**src/rtl/tlb_pkg.sv**
```systemverilog
package tlb_pkg;
  localparam int unsigned DEF_ENTRIES = 8;
  localparam int unsigned DEF_VPN_W   = 20;
  localparam int unsigned DEF_ASID_W  = 8;
  localparam int unsigned DEF_PFN_W   = 20;

  // Access is allowed for reads always, for writes only on writable entries.
  function automatic logic access_ok(input logic writable, input logic is_write);
    return writable | ~is_write;
  endfunction

  // Next rotating pointer value, wrapping at the slot count.
  function automatic int unsigned ptr_next(input int unsigned cur, input int unsigned slots);
    return (cur + 1 >= slots) ? 0 : cur + 1;
  endfunction
endpackage

```
**src/rtl/tlb_match.sv**
```systemverilog
module tlb_match #(
  parameter int unsigned N      = 8,
  parameter int unsigned VPN_W  = 20,
  parameter int unsigned ASID_W = 8
) (
  input  logic [N-1:0]             ent_valid,
  input  logic [N-1:0]             ent_glob,
  input  logic [N-1:0][VPN_W-1:0]  ent_vpn,
  input  logic [N-1:0][ASID_W-1:0] ent_asid,
  input  logic [VPN_W-1:0]         q_vpn,
  input  logic [ASID_W-1:0]        q_asid,
  input  logic                     q_any_asid,
  output logic [N-1:0]             match
);
  for (genvar i = 0; i < N; i++) begin : g_cmp
    assign match[i] = ent_valid[i] && (ent_vpn[i] == q_vpn) &&
                      (ent_glob[i] || q_any_asid || (ent_asid[i] == q_asid));
  end
endmodule

```
**src/rtl/tlb_victim.sv**
```systemverilog
module tlb_victim #(
  parameter int unsigned N     = 8,
  localparam int unsigned IDX_W = (N > 1) ? $clog2(N) : 1
) (
  input  logic [N-1:0]     live,
  input  logic [N-1:0]     dup,
  input  logic [IDX_W-1:0] ptr,
  output logic [IDX_W-1:0] sel,
  output logic             use_ptr
);
  logic [IDX_W-1:0] dup_idx, free_idx;
  logic             dup_any, free_any;

  always_comb begin
    dup_idx  = '0;
    dup_any  = 1'b0;
    free_idx = '0;
    free_any = 1'b0;
    for (int i = N - 1; i >= 0; i--) begin
      if (dup[i]) begin
        dup_idx = IDX_W'(i);
        dup_any = 1'b1;
      end
      if (!live[i]) begin
        free_idx = IDX_W'(i);
        free_any = 1'b1;
      end
    end
  end

  always_comb begin
    use_ptr = 1'b0;
    if (dup_any)       sel = dup_idx;
    else if (free_any) sel = free_idx;
    else begin
      sel     = ptr;
      use_ptr = 1'b1;
    end
  end
endmodule

```
**src/rtl/asid_tlb.sv**
```systemverilog
module asid_tlb #(
  parameter int unsigned N_ENT  = tlb_pkg::DEF_ENTRIES,
  parameter int unsigned VPN_W  = tlb_pkg::DEF_VPN_W,
  parameter int unsigned ASID_W = tlb_pkg::DEF_ASID_W,
  parameter int unsigned PFN_W  = tlb_pkg::DEF_PFN_W
) (
  input  logic              clk,
  input  logic              rst,
  input  logic              lk_valid,
  input  logic [VPN_W-1:0]  lk_vpn,
  input  logic [ASID_W-1:0] lk_asid,
  input  logic              lk_write,
  output logic              rsp_hit,
  output logic              rsp_miss,
  output logic              rsp_fault,
  output logic [PFN_W-1:0]  rsp_pfn,
  input  logic              fl_req,
  input  logic              rf_valid,
  input  logic [VPN_W-1:0]  rf_vpn,
  input  logic [ASID_W-1:0] rf_asid,
  input  logic [PFN_W-1:0]  rf_pfn,
  input  logic              rf_global,
  input  logic              rf_writable
);
  localparam int unsigned IDX_W = (N_ENT > 1) ? $clog2(N_ENT) : 1;

  logic [N_ENT-1:0]             ent_valid, ent_glob, ent_wr;
  logic [N_ENT-1:0][VPN_W-1:0]  ent_vpn;
  logic [N_ENT-1:0][ASID_W-1:0] ent_asid;
  logic [N_ENT-1:0][PFN_W-1:0]  ent_pfn;
  logic [IDX_W-1:0]             rr_ptr;

  // Named internal events for the checker.
  logic [N_ENT-1:0] lk_match;
  logic [N_ENT-1:0] rf_dup;
  logic [N_ENT-1:0] live_after_flush;
  logic [N_ENT-1:0] user_live;
  logic             lk_found, lk_perm;
  logic [PFN_W-1:0] lk_pfn;
  logic             lk_wr_flag;
  logic [IDX_W-1:0] rf_sel;
  logic             rf_use_ptr;

  assign live_after_flush = fl_req ? (ent_valid & ent_glob) : ent_valid;
  assign user_live        = ent_valid & ~ent_glob;

  tlb_match #(.N(N_ENT), .VPN_W(VPN_W), .ASID_W(ASID_W)) u_lk_match (
    .ent_valid (ent_valid), .ent_glob (ent_glob), .ent_vpn (ent_vpn), .ent_asid (ent_asid),
    .q_vpn (lk_vpn), .q_asid (lk_asid), .q_any_asid (1'b0), .match (lk_match)
  );

  tlb_match #(.N(N_ENT), .VPN_W(VPN_W), .ASID_W(ASID_W)) u_rf_match (
    .ent_valid (live_after_flush), .ent_glob (ent_glob), .ent_vpn (ent_vpn), .ent_asid (ent_asid),
    .q_vpn (rf_vpn), .q_asid (rf_asid), .q_any_asid (rf_global), .match (rf_dup)
  );

  tlb_victim #(.N(N_ENT)) u_victim (
    .live (live_after_flush), .dup (rf_dup), .ptr (rr_ptr),
    .sel (rf_sel), .use_ptr (rf_use_ptr)
  );

  // One-hot select of the matching entry's fields.
  always_comb begin
    lk_pfn     = '0;
    lk_wr_flag = 1'b0;
    for (int i = 0; i < N_ENT; i++) begin
      if (lk_match[i]) begin
        lk_pfn     = lk_pfn | ent_pfn[i];
        lk_wr_flag = lk_wr_flag | ent_wr[i];
      end
    end
  end

  assign lk_found = |lk_match;
  assign lk_perm  = tlb_pkg::access_ok(lk_wr_flag, lk_write);

  always_ff @(posedge clk) begin
    if (rst) begin
      ent_valid <= '0;
      rr_ptr    <= '0;
      rsp_hit   <= 1'b0;
      rsp_miss  <= 1'b0;
      rsp_fault <= 1'b0;
      rsp_pfn   <= '0;
    end else begin
      rsp_hit   <= lk_valid && lk_found && lk_perm;
      rsp_fault <= lk_valid && lk_found && !lk_perm;
      rsp_miss  <= lk_valid && !lk_found;
      rsp_pfn   <= lk_valid ? lk_pfn : '0;

      ent_valid <= live_after_flush;
      if (rf_valid) begin
        ent_valid[rf_sel] <= 1'b1;
        ent_vpn[rf_sel]   <= rf_vpn;
        ent_asid[rf_sel]  <= rf_asid;
        ent_pfn[rf_sel]   <= rf_pfn;
        ent_glob[rf_sel]  <= rf_global;
        ent_wr[rf_sel]    <= rf_writable;
        if (rf_use_ptr)
          rr_ptr <= IDX_W'(tlb_pkg::ptr_next(32'(rr_ptr), N_ENT));
      end
    end
  end
endmodule

```
**config.mk**
```make
export PLATFORM = sky130hd
export DESIGN_NAME = asid_tlb
export DESIGN_NICKNAME = d
export VERILOG_FILES = /design/src/rtl/tlb_pkg.sv /design/src/rtl/tlb_match.sv /design/src/rtl/tlb_victim.sv /design/src/rtl/asid_tlb.sv
export SDC_FILE = /design/constraint.sdc
export NUM_CORES = 1
export LEC_CHECK = 0
export BUFFER_PORTS_ARGS = -buffer_cell sky130_fd_sc_hd__buf_4
export CORE_UTILIZATION = 40
export DETAILED_ROUTE_END_ITERATION = 8
export PLACE_DENSITY = 0.67
export SYNTH_ARGS = -nofsm -noshare
export SYNTH_HDL_FRONTEND = slang
export SYNTH_HIERARCHICAL = 1
export SYNTH_SLANG_ARGS = --single-unit
```
**constraint.sdc**
```tcl
create_clock -name clk -period 10.25 [get_ports clk]
set_input_delay 2.05 -clock clk [delete_from_list [all_inputs] [get_ports clk]]
set_output_delay 2.05 -clock clk [all_outputs]
set_load 0.005 [all_outputs]
```
==> results.json <==
{
  "share_seq_of_total_power_pct": 51.9,
  "syn_inst": 1329,
  "cp.arrival_ns": 5.65,
  "grt_usage_pct": 20.2,
  "grt_overflow": 0,
  "grt_max_degree": 52,
  "rr_endpoint": "ent_pfn[32]",
  "p_comb_share_pct": 6.0,
  "critical_path.reg2reg.startpoint": "ent_vpn[71]",
  "synth.most_common_cell": "xor2_1",
  "port_buffers": 106,
  "layout_worst_path_cycle_share_pct": 53.2,
  "drt_wl_total_mm": 50.9,
  "drt_drc_violations_left": 0,
  "setup_repair_after_global_routing_missed_its_margin": "no",
  "setup.reg_to_reg.worst_slack_ns": 6.10,
  "critical_path.startpoint_type": "input port",
  "path_delay_family": "simple AND/OR/NAND/NOR gates",
  "irDropWorstVdd_mv": 0.122,
  "crit_path_max_incr_delay_ns": 0.65,
  "setup_violations": 0,
  "detailedRoute.firstPassIterationCount": 5,
  "drtAntennaViolNets": 0,
  "power-per-cell-area_nw_per_um2": 167,
  "synth_area_um2": 20000,
  "yosys.area.top_type": "edfxtp_1",
  "cell_row_count": 81,
  "vias_per_cell": 5.37,
  "synth-seq-cells": 434,
  "syn2layout_area_growth_pct": 13.4,
  "period_minus_slack_ns": 5.46,
  "worst-path-max-fanout": 32,
  "place_congestion": 0.902,
  "cp_data_required_time_ns": 10.45,
  "placement.setup.worst_slack_ns": 4.20,
  "max_transition_margin_pct": 16.0,
  "run_status": "complete, no violations",
  "postLayoutCoreUtil_pct": 46.1,
  "dp.final_hpwl_mm": 32.1,
  "synth_cell_types": 42,
  "ctsHoldBuffers": 0,
  "drtIter0Drc": 977,
  "clock_power_share_pct": 42.1,
  "min_delay_worst_endpoint": "rr_ptr[1]",
  "net-switching-power_uw": 822,
  "cts_max_path_buffers": 3,
  "final_worst_slack_ns": 4.79,
  "postSynthNetCount": 1414,
  "synthTopCellsByArea": "edfxtp_1 (60%), xor2_1 (19%), dfxtp_1 (3.4%), a22oi_1 (3.1%), nor4_2 (2.9%)",
  "dieHeight_um": 225,
  "synth_commonest_cells": "xor2_1 (433), edfxtp_1 (400), a22oi_1 (82)",
  "cts_post_setup_buffers_inserted": 0,
  "nNetsFinal": 1507,
  "vias": 11400,
  "final-max-slew-violation-count": 0,
  "finalSetupTns_ns": 0,
  "layout.area.seq_um2": 12700,
  "fp.dieArea_um2": 50800,
  "p_sw_share_pct": 21.8,
  "timing_worst_setup_path_type": "in2reg",
  "wire_length_of_the_first_global_routing_pass_mm": 74.9,
  "pin_count": 107,
  "timing.hold.worst.class": "reg2reg",
  "pleak_uw": 0.00755,
  "power.total_uw": 3780,
  "cts_resized": 0,
  "achievable_clock_frequency_ghz": 0.183,
  "ys.flop_type": "edfxtp_1",
  "clock-sinks": 434,
  "number_of_global_route_vias_before_repair": 11300,
  "cp-end-kind": "flop",
  "cts-buffers-inserted": 45,
  "critical-path-slowest-cell": "nor4_1",
  "initial_utilization_pct": 40.6,
  "timing_worst_slew_pin_value_ns": 1.26,
  "synth_top_area_share_pct": 60.1,
  "postSynth.asyncResetShare_pct": 0,
  "clk_latency_ns": 0.57,
  "tritoncts": "yes",
  "startpoint_of_the_tightest_hold_check_path": "rr_ptr[1]",
  "routedWlPerCell_um": 24.0,
  "hold_depth": 2,
  "layout.filler_cells": 4251,
  "cts_htree_levels": 2,
  "hold_viol_final": 0,
  "internal_power_uw": 2950,
  "worstPathCellList": "buf_4 > xor2_1 > nor4_1 > nand3_1 > nor3_2 > a21oi_1 > o31a_1 > o22ai_1 > nand2b_1 > nor2_4 > buf_4",
  "core-area_um2": 49200,
  "avgSynthCellArea_um2": 15.0,
  "cpMostUsedCell": "buf_4",
  "number_of_enable_type_register_cells_in_the_synthesized_netlist": 400,
  "synth_warn": 6,
  "layout-drive-gt1-share_pct": 17.4,
  "clk_transition_reported_paths_ns": 0.06,
  "chipWidth_um": 225,
  "drv_cap": 0,
  "multi_input_gate_area_in_the_final_layout_um2": 6740,
  "synth_sequential_area_ratio_pct": 63.5,
  "clk_root_buffer_cell": "clkbuf_16",
  "worst_clock_skew_ns": 0.0285,
  "ff_to_ff_path_depth": 10,
  "cp.buffers_inverters": 2,
  "number_of_antenna_violations_at_the_first_check_in_global_routing": 4
}
## layout make-up
type | count | area share, %
clock inverters | 21 | 0.817
flip-flops and latches | 434 | 56.0
inverters | 12 | 0.199
well taps | 664 | 3.67
clock buffers | 61 | 5.51
diodes | 1 | 0.0110
repair buffers | 122 | 4.04
multi-input cells | 807 | 29.7
## flip-flops by register name, summed over array words and instances, names as in the netlist
register and count:
ent_pfn 160, ent_vpn 160, ent_asid 64, rsp_pfn 20, ent_glob 8, ent_valid 8
ent_wr 8, rr_ptr 3, rsp_fault 1, rsp_hit 1, rsp_miss 1
## per-stage QoR
stage,hold slack [ns],cells,instance area [um^2]
after floorplan,0.451,1329,20000
after global placement,0.484,2039,21200
after detailed placement,0.496,2039,21200
after CTS,0.505,2121,22700
after global routing,0.524,2122,22700
final,0.502,2122,22700
## routing by layer
metal,routed length [um],up-vias,track usage (%)
met2,24000,391,32.2
met1,22300,5777,27.7
met4,1030,6,5.60
met3,3510,66,4.21
li1,-,5150,-
met5,36,-,0
## how the worst max path moves through the flow
stage,startpoint,to,slack (ns),cells after the start
floorplan,rf_vpn[15],ent_asid[16],2.74,10
global placement,rf_vpn[11],ent_asid[11],4.27,11
detailed placement,rf_vpn[11],ent_pfn[28],4.20,11
CTS,rf_vpn[11],ent_pfn[30],4.79,11
global route,rf_asid[5],ent_pfn[30],4.62,11
finish,rf_vpn[11],ent_pfn[32],4.79,11
## worst min-delay path: stages, from the launching register on
cell     delay, ns
dfxtp_1       0.34
nand2_1       0.06
a21oi_1       0.05
## cells in the final DEF, fill, tap and decap left out, types with 2 or more instances in the layout
master / instances
inv_1: 12
edfxtp_1: 400
nand3_1: 19
nand2b_1: 4
nand4_1: 18
clkinv_1: 12
nor4_1: 52
nor2_1: 7
a21o_1: 9
bufinv_16: 3
xnor2_1: 16
nor2_4: 6
a22oi_1: 82
a211oi_1: 17
clkbuf_8: 4
nor3_2: 9
a21oi_1: 6
nor3_4: 8
dfxtp_1: 34
a31oi_1: 2
xor2_1: 433
clkbuf_1: 11
nor4_2: 46
a41oi_1: 20
o21ai_0: 2
buf_4: 122
clkinv_2: 3
nand3b_1: 2
clkbuf_16: 46
a21boi_0: 8
nand2_1: 9
nor3_1: 19
## power groups by stage
| stage | Clock [uW] | Combinational, uW | Sequential, uW |
|---|---|---|---|
| floorplan | 0 | 145 | 2000 |
| global placement | 0 | 223 | 2000 |
| finish | 1590 | 228 | 1960 |
| CTS | 1620 | 228 | 1960 |
| detailed placement | 0 | 227 | 2000 |
| global route | 1690 | 243 | 1960 |
## kinds of logic after synthesis
group	count (synthesis)	synth area share [%]
buffers and inverters	88	3.20
DFF	434	63.5
adders and majority gates	1	0.0626
AOI/OAI and AO/OA	154	5.83
and+or+nand+nor	202	7.67
xor gates and xnor gates	449	19.7
other	1	0.0188
(Power assumes the default switching activity.)
